## src/rtl/tilc_pkg.sv

```systemverilog
// Shared helpers for the interleaved capture block.
// Assumes the lane count is a power of two.
package tilc_pkg;

    // Number of bytes, out of 'total', that fall to lane 'idx' in a rotation of 'lanes'.
    function automatic int unsigned lane_share(int unsigned total, int unsigned idx,
                                               int unsigned lanes);
        if (total > idx)
            return (total - idx - 1) / lanes + 1;
        return 0;
    endfunction

endpackage

```

## src/rtl/tilc_fifo.sv

```systemverilog
// Show-ahead FIFO private to one capture lane.
// Assumes the caller never pushes when full and never pops when empty.
module tilc_fifo #(
    parameter int W     = 8,
    parameter int DEPTH = 16
) (
    input  logic         clk,
    input  logic         rst_n,
    input  logic         push,
    input  logic [W-1:0] wdata,
    input  logic         pop,
    output logic [W-1:0] rdata,
    output logic         empty,
    output logic         full
);
    localparam int AW = $clog2(DEPTH);

    logic [W-1:0]  mem [DEPTH];
    logic [AW-1:0] wp, rp;
    logic [AW:0]   cnt;

    assign empty = (cnt == '0);
    assign full  = (cnt == (AW+1)'(DEPTH));
    assign rdata = mem[rp];

    // Storage write port.
    always_ff @(posedge clk) begin
        if (push) mem[wp] <= wdata;
    end

    // Pointer and occupancy bookkeeping.
    always_ff @(posedge clk) begin
        if (!rst_n) begin
            wp  <= '0;
            rp  <= '0;
            cnt <= '0;
        end else begin
            if (push) wp <= wp + AW'(1);
            if (pop)  rp <= rp + AW'(1);
            case ({push, pop})
                2'b10:   cnt <= cnt + (AW+1)'(1);
                2'b01:   cnt <= cnt - (AW+1)'(1);
                default: cnt <= cnt;
            endcase
        end
    end


    pop_empty_chk: assert property (@(posedge clk) disable iff (!rst_n) pop |-> !empty);
endmodule

```

## src/rtl/tilc_lane.sv

```systemverilog
// One capture lane. It takes every LANES-th byte of a capture, starting at
// start_time + IDX*STEP on the shared counter, and keeps them in a private FIFO.
// Assumes start is issued only when no capture is running.
module tilc_lane
    import tilc_pkg::*;
#(
    parameter int W     = 8,
    parameter int CNT_W = 16,
    parameter int LEN_W = 8,
    parameter int LANES = 4,
    parameter int STEP  = 2,
    parameter int DEPTH = 16,
    parameter int IDX   = 0
) (
    input  logic             clk,
    input  logic             rst_n,
    input  logic             start,
    input  logic [CNT_W-1:0] start_time,
    input  logic [LEN_W-1:0] total,
    input  logic [CNT_W-1:0] tick,
    input  logic [W-1:0]     bus,
    input  logic             pop,
    output logic [W-1:0]     head,
    output logic             empty,
    output logic             ovf
);
    localparam logic [CNT_W-1:0] OFFSET = CNT_W'(IDX * STEP);
    localparam logic [CNT_W-1:0] PERIOD = CNT_W'(LANES * STEP);

    logic [CNT_W-1:0] target;
    logic [LEN_W-1:0] left;
    logic             hit, full;

    // Modular distance to the next sampling instant; zero means sample now.
    assign hit = (left != '0) && ((tick - target) == '0);

    // Schedule of sampling instants and remaining share of the capture.
    always_ff @(posedge clk) begin
        if (!rst_n) begin
            target <= '0;
            left   <= '0;
        end else if (start) begin
            target <= start_time + OFFSET;
            left   <= LEN_W'(lane_share(32'(total), IDX, LANES));
        end else if (hit) begin
            target <= target + PERIOD;
            left   <= left - LEN_W'(1);
        end
    end

    // Sticky flag for a byte lost to a full FIFO.
    always_ff @(posedge clk) begin
        if (!rst_n)          ovf <= 1'b0;
        else if (hit && full) ovf <= 1'b1;
    end

    tilc_fifo #(.W(W), .DEPTH(DEPTH)) u_fifo (
        .clk   (clk),
        .rst_n (rst_n),
        .push  (hit && !full),
        .wdata (bus),
        .pop   (pop),
        .rdata (head),
        .empty (empty),
        .full  (full)
    );


    ovf_sticky_chk: assert property (@(posedge clk) disable iff (!rst_n) ovf |=> ovf);
endmodule

```

## src/rtl/tilc_reader.sv

```systemverilog
// Rebuilds the byte stream by serving the lane FIFOs in fixed rotation from lane 0.
// It holds the capture length and the busy state, and issues the done pulse.
// Assumes start is issued only while not busy.
module tilc_reader #(
    parameter int W     = 8,
    parameter int LEN_W = 8,
    parameter int LANES = 4
) (
    input  logic                      clk,
    input  logic                      rst_n,
    input  logic                      start,
    input  logic [LEN_W-1:0]          total,
    input  logic [LANES-1:0][W-1:0]   heads,
    input  logic [LANES-1:0]          empties,
    output logic [LANES-1:0]          pops,
    output logic [W-1:0]              out_data,
    output logic                      out_valid,
    input  logic                      out_ready,
    output logic                      done,
    output logic                      busy
);
    localparam int LW = $clog2(LANES);

    logic [LW-1:0]    rd_lane;
    logic [LEN_W-1:0] emitted, total_q;
    logic             hs;

    assign out_valid = busy && !empties[rd_lane];
    assign out_data  = heads[rd_lane];
    assign hs        = out_valid && out_ready;

    // Pop strobe to the lane being served.
    always_comb begin
        pops = '0;
        if (hs) pops[rd_lane] = 1'b1;
    end

    // Rotation, byte count and completion.
    always_ff @(posedge clk) begin
        if (!rst_n) begin
            busy    <= 1'b0;
            done    <= 1'b0;
            rd_lane <= '0;
            emitted <= '0;
            total_q <= '0;
        end else begin
            done <= 1'b0;
            if (start) begin
                busy    <= 1'b1;
                rd_lane <= '0;
                emitted <= '0;
                total_q <= total;
            end else if (busy) begin
                if (emitted == total_q) begin
                    busy <= 1'b0;
                    done <= 1'b1;
                end else if (hs) begin
                    emitted <= emitted + LEN_W'(1);
                    rd_lane <= rd_lane + LW'(1);
                    if (emitted + LEN_W'(1) == total_q) begin
                        busy <= 1'b0;
                        done <= 1'b1;
                    end
                end
            end
        end
    end


    hold_stable_chk: assert property (@(posedge clk) disable iff (!rst_n)
        out_valid && !out_ready |=> out_valid && $stable(out_data));

    done_pulse_chk: assert property (@(posedge clk) disable iff (!rst_n) done |=> !done);

    rotate_on_hs_chk: assert property (@(posedge clk) disable iff (!rst_n)
        !hs && !start |=> $stable(rd_lane));
endmodule

```

## src/rtl/tilc_capture.sv

```systemverilog
// Top of the interleaved bus capture. It owns the shared free-running counter,
// builds one lane per index, and hands their FIFOs to the reader.
// Assumes LANES is a power of two and start_time lies ahead of time_now when armed.
module tilc_capture #(
    parameter int DATA_W = 8,
    parameter int CNT_W  = 16,
    parameter int LEN_W  = 8,
    parameter int LANES  = 4,
    parameter int STEP   = 2,
    parameter int DEPTH  = 16
) (
    input  logic              clk,
    input  logic              rst_n,
    input  logic [DATA_W-1:0] bus_in,
    input  logic              arm,
    input  logic [CNT_W-1:0]  start_time,
    input  logic [LEN_W-1:0]  sample_count,
    input  logic              out_ready,
    output logic [DATA_W-1:0] out_data,
    output logic              out_valid,
    output logic              done,
    output logic [LANES-1:0]  overflow,
    output logic [CNT_W-1:0]  time_now
);
    logic                          busy, start;
    logic [LANES-1:0][DATA_W-1:0]  heads;
    logic [LANES-1:0]              empties, pops;

    // An arm pulse counts only when no capture is running.
    assign start = arm && !busy;

    // Shared time base for all lanes.
    always_ff @(posedge clk) begin
        if (!rst_n) time_now <= '0;
        else        time_now <= time_now + CNT_W'(1);
    end

    for (genvar i = 0; i < LANES; i++) begin : g_lane
        tilc_lane #(
            .W(DATA_W), .CNT_W(CNT_W), .LEN_W(LEN_W), .LANES(LANES),
            .STEP(STEP), .DEPTH(DEPTH), .IDX(i)
        ) u_lane (
            .clk        (clk),
            .rst_n      (rst_n),
            .start      (start),
            .start_time (start_time),
            .total      (sample_count),
            .tick       (time_now),
            .bus        (bus_in),
            .pop        (pops[i]),
            .head       (heads[i]),
            .empty      (empties[i]),
            .ovf        (overflow[i])
        );
    end

    tilc_reader #(.W(DATA_W), .LEN_W(LEN_W), .LANES(LANES)) u_reader (
        .clk       (clk),
        .rst_n     (rst_n),
        .start     (start),
        .total     (sample_count),
        .heads     (heads),
        .empties   (empties),
        .pops      (pops),
        .out_data  (out_data),
        .out_valid (out_valid),
        .out_ready (out_ready),
        .done      (done),
        .busy      (busy)
    );


    tick_step_chk: assert property (@(posedge clk) disable iff (!rst_n)
        $past(rst_n) |-> time_now == $past(time_now) + CNT_W'(1));

    done_idle_chk: assert property (@(posedge clk) disable iff (!rst_n) done |-> !out_valid);
endmodule

```

## config.mk

```make
export PLATFORM = sky130hd
export DESIGN_NAME = tilc_capture
export DESIGN_NICKNAME = d
export VERILOG_FILES = /design/src/rtl/tilc_pkg.sv /design/src/rtl/tilc_fifo.sv /design/src/rtl/tilc_lane.sv /design/src/rtl/tilc_reader.sv /design/src/rtl/tilc_capture.sv
export SDC_FILE = /design/constraint.sdc
export NUM_CORES = 1
export LEC_CHECK = 0
export CAP_MARGIN = 20
export CORE_ASPECT_RATIO = 0.7
export CORE_MARGIN = 8
export CORE_UTILIZATION = 51
export CTS_CLUSTER_SIZE = 25
export DETAILED_ROUTE_END_ITERATION = 8
export GPL_TIMING_DRIVEN = 1
export HOLD_SLACK_MARGIN = 0.08
export PLACE_DENSITY = 0.67
export SYNTH_ARGS = -nofsm -noshare
export SYNTH_HDL_FRONTEND = slang
export SYNTH_HIERARCHICAL = 1
export SYNTH_SLANG_ARGS = --single-unit
export TNS_END_PERCENT = 20
```

## constraint.sdc

```tcl
create_clock -name clk -period 8.61 [get_ports clk]
set_clock_uncertainty 0.05 [all_clocks]
set_input_delay 1.722 -clock clk [delete_from_list [all_inputs] [get_ports clk]]
set_output_delay 1.722 -clock clk [all_outputs]
set_load 0.02 [all_outputs]
```

==> flow_metrics.tcl <==
set metrics [dict create \
    drt_wl_total_um 98100 \
    p_per_area_nw_per_um2 190 \
    vias 26500 \
    synth-async-reset-ratio 0 \
    ant_nets 0 \
    drive_gt1_frac 0.0911 \
    cts.path.max_buffers 3 \
    crit_path_max_fanout 10 \
    syn_area_um2 37600 \
    critPathKind "reg2reg" \
    grt_pass1_wl_um 150000 \
    track_usage 0.229 \
    antenna_found_initial 2 \
    yosys_register_bits 716 \
    synth_cell_types 124 \
    numCtsBuffers 72 \
    routed_via_density 6.34 \
    cts_tree "yes" \
    hold_violations 0 \
    path_clk_slew_ns 0.07 \
    max_cap_viol_count 0 \
    gp_congestion 0.908 \
    antennaDiodeCount 0 \
    rsz0062_at_grt "no" \
    leakagePower_nw 14.2 \
    wl_met2_um 42600 \
    io_buffers 65 \
    ys.flop_type "edfxtp_1" \
    fillerInstances 5844 \
    fin_nets 3301 \
    setup_tns_ns 0 \
    slew_violations 0 \
    synth_edf_count 512 \
    wl_per_cell_um 23.5 \
    post_cts_buffers 0 \
    tightest_slew_ns 1.16 \
    htree_num_levels 3 \
    num_rows 83 \
    first_iter_violations 2778 \
    chipHeight_um 243 \
    drc 0 \
    ios 66 \
    firstDrtPassIters 7 \
    finalCritPeriodShare 0.697 \
    finalSetupViolations 0 \
    start_util 0.514 \
    clk_latency_ns 0.63 \
    die_w_um 341 \
    fin_crit_ns 6.00 \
    cts.sinks 716 \
    cts_root_buf "clkbuf_16" \
    cp-end-kind "flop" \
    final_util 0.565 \
    syn_nets 3274 \
    dr.max_layer_used "met4" \
    area_delta_synth_final_pct 9.89 \
    post_cts_resized 0 \
    wirelength_met1_um 44900 \
    core_area_um2 73200 \
    grt_pass1_vias 25400 \
    globalRoute.totalOverflow 0 \
    fmax_ghz 0.167 \
    cp.arrival_ns 6.52 \
    start_kind "flop" \
    ir_drop_mv 0.164 \
    grt_max_degree 65 \
    outcome "complete, no violations" \
    dp_hpwl_um 67000 \
    crit_required_ns 9.13 \
    cts_hold_buf 0 \
    wl_met3_um 8730 \
    die_area_um2 82900 \
    slew_headroom 0.221 \
    worstHoldPathType "reg2reg" \
    ys.warnings.count 6 \
    syn_inst 3107 \
    syn-mean-instance-area_um2 12.1 \
    yosysSeqAreaShare 0.517 \
]
-- critical path: stages, from the launching register on --
cell       delay [ns]
dfxtp_1          0.64
ha_1             0.37
o21a_1           0.21
o31a_4           0.13
or4_4            0.50
a2111oi_2        0.38
nand4_1          0.15
or4_1            0.51
or4_1            0.66
nor2_1           0.48
inv_1            0.21
ha_1             0.35
ha_1             0.37
o21ai_0          0.08
or3_1            0.37
a2111oi_2        0.31
nand4b_1         0.16
-- per-layer routing --
metal  up-vias  track usage
met2      1115        0.339
met4         0       0.0530
met5         -            0
met1     13100        0.346
met3       132       0.0466
li1      12100            -
-- cell type report --
class | instances | area, um^2 | area share
well taps | 977 | 1220 | 0.0295
multi-input cells | 2106 | 16800 | 0.407
flip-flops and latches | 716 | 19500 | 0.470
repair buffers | 99 | 933 | 0.0226
clock inverters | 35 | 444 | 0.0107
inverters | 139 | 522 | 0.0126
clock buffers | 98 | 1940 | 0.0469
-- registers in the layout, indices dropped and copies added (netlist names), named ones only --
signal and flops:
g_lane.u_lane/u_fifo/mem 512, g_lane.u_lane/target 64, g_lane.u_lane/left 32, g_lane.u_lane/u_fifo/cnt 20, g_lane.u_lane/u_fifo/rp 16, g_lane.u_lane/u_fifo/wp 16, time_now 16, u_reader/emitted 8
u_reader/total_q 8, g_lane.u_lane/ovf 4, u_reader/rd_lane 2, u_reader/busy 1, u_reader/done 1
-- cells in the mapped netlist (9+ instances only) --
master	n	area share
o311ai_0	9	0.0021
and3_1	36	0.0060
mux4_1	64	0.045
o21ai_1	9	0.0012
o21a_1	15	0.0030
a31oi_1	37	0.0061
and2_1	94	0.016
ha_1	131	0.044
a211oi_1	33	0.0066
xnor2_1	78	0.018
nand3_1	92	0.012
o31a_1	13	0.0030
a211o_1	13	0.0030
o22ai_1	10	0.0017
nor4_1	38	0.0063
a22oi_1	67	0.013
a21o_1	20	0.0040
or4_1	20	0.0040
edfxtp_1	512	0.41
nand2b_1	30	0.0050
dfxtp_1	204	0.11
nand4_1	66	0.011
nand2_1	183	0.018
nor4b_1	10	0.0023
clkbuf_1	70	0.0070
buf_2	32	0.0043
nor3_1	67	0.0089
inv_1	136	0.014
a311oi_1	20	0.0047
o211ai_1	24	0.0048
o21ai_0	98	0.013
nand3b_1	13	0.0026
and4_1	11	0.0026
o31ai_1	14	0.0028
nor2_1	205	0.020
nor3b_1	20	0.0040
a21oi_1	102	0.014
mux2i_1	49	0.013
or3_1	31	0.0052
nor2b_1	35	0.0058
xor2_1	88	0.020
mux4_2	72	0.043
buf_6	20	0.0060
nand4b_1	14	0.0033
-- layout by cell type, fill, tap and decap left out, types with 64 or more instances in the layout --
cell / synthesis / routed
nand2_1: 183 / 183
dfxtp_1: 204 / 200
inv_1: 136 / 136
a22oi_1: 67 / 67
mux4_1: 64 / 64
mux4_2: 72 / 72
edfxtp_1: 512 / 512
xnor2_1: 78 / 78
xor2_1: 88 / 88
a21oi_1: 102 / 102
nand3_1: 92 / 92
ha_1: 131 / 131
and2_1: 94 / 94
clkbuf_16: 0 / 72
nor3_1: 67 / 67
o21ai_0: 98 / 98
nor2_1: 205 / 205
nand4_1: 66 / 66
-- kinds of logic after synthesis --
family | share of synthesized area
xor gates and xnor gates | 0.0395
AOI/OAI and AO/OA | 0.116
adders and majority gates | 0.0438
and+or+nand+nor | 0.146
muxes | 0.101
buffers and inverters | 0.0365
DFF | 0.517
-- through the flow --
| step | area (um^2) | setup WS, ns | total power, mW | std cells | hold WS, ns |
|---|---|---|---|---|---|
| 6_report | 41400 | 2.61 | 7.84 | 4170 | 0.440 |
| 3_3_place_gp | 38900 | 2.74 | 4.70 | 4030 | 0.409 |
| 2_1_floorplan | 37600 | 3.24 | 4.44 | 3107 | 0.401 |
| 3_5_place_dp | 38900 | 2.66 | 4.72 | 4030 | 0.436 |
| 5_1_grt | 41400 | 2.24 | 8.13 | 4170 | 0.466 |
| 4_1_cts | 41200 | 2.64 | 7.88 | 4163 | 0.443 |
-- final timing paths --
check / start / end / slack (ns) / cells past startpoint
worst max register to register: time_now[2]$_SDFF_PN0_ / g_lane[1].u_lane/u_fifo/cnt[4]$_SDFFE_PN0P_ / 2.61 / 16
worst max-delay path: time_now[2]$_SDFF_PN0_ / g_lane[1].u_lane/u_fifo/cnt[4]$_SDFFE_PN0P_ / 2.61 / 16
worst min-delay path: g_lane[0].u_lane/left[7]$_SDFFE_PN0P_ / g_lane[0].u_lane/left[7]$_SDFFE_PN0P_ / 0.44 / 2
worst min register to register: g_lane[0].u_lane/left[7]$_SDFFE_PN0P_ / g_lane[0].u_lane/left[7]$_SDFFE_PN0P_ / 0.44 / 2
-- power breakdown --
group	switching [mW]	total (mW)	internal [mW]
combinational	0.569	0.886	0.317
sequential	0.0557	3.79	3.73
clock	1.37	3.17	1.80
total	2.00	7.84	5.85
Note: power is estimated with default switching activity, not from simulation.
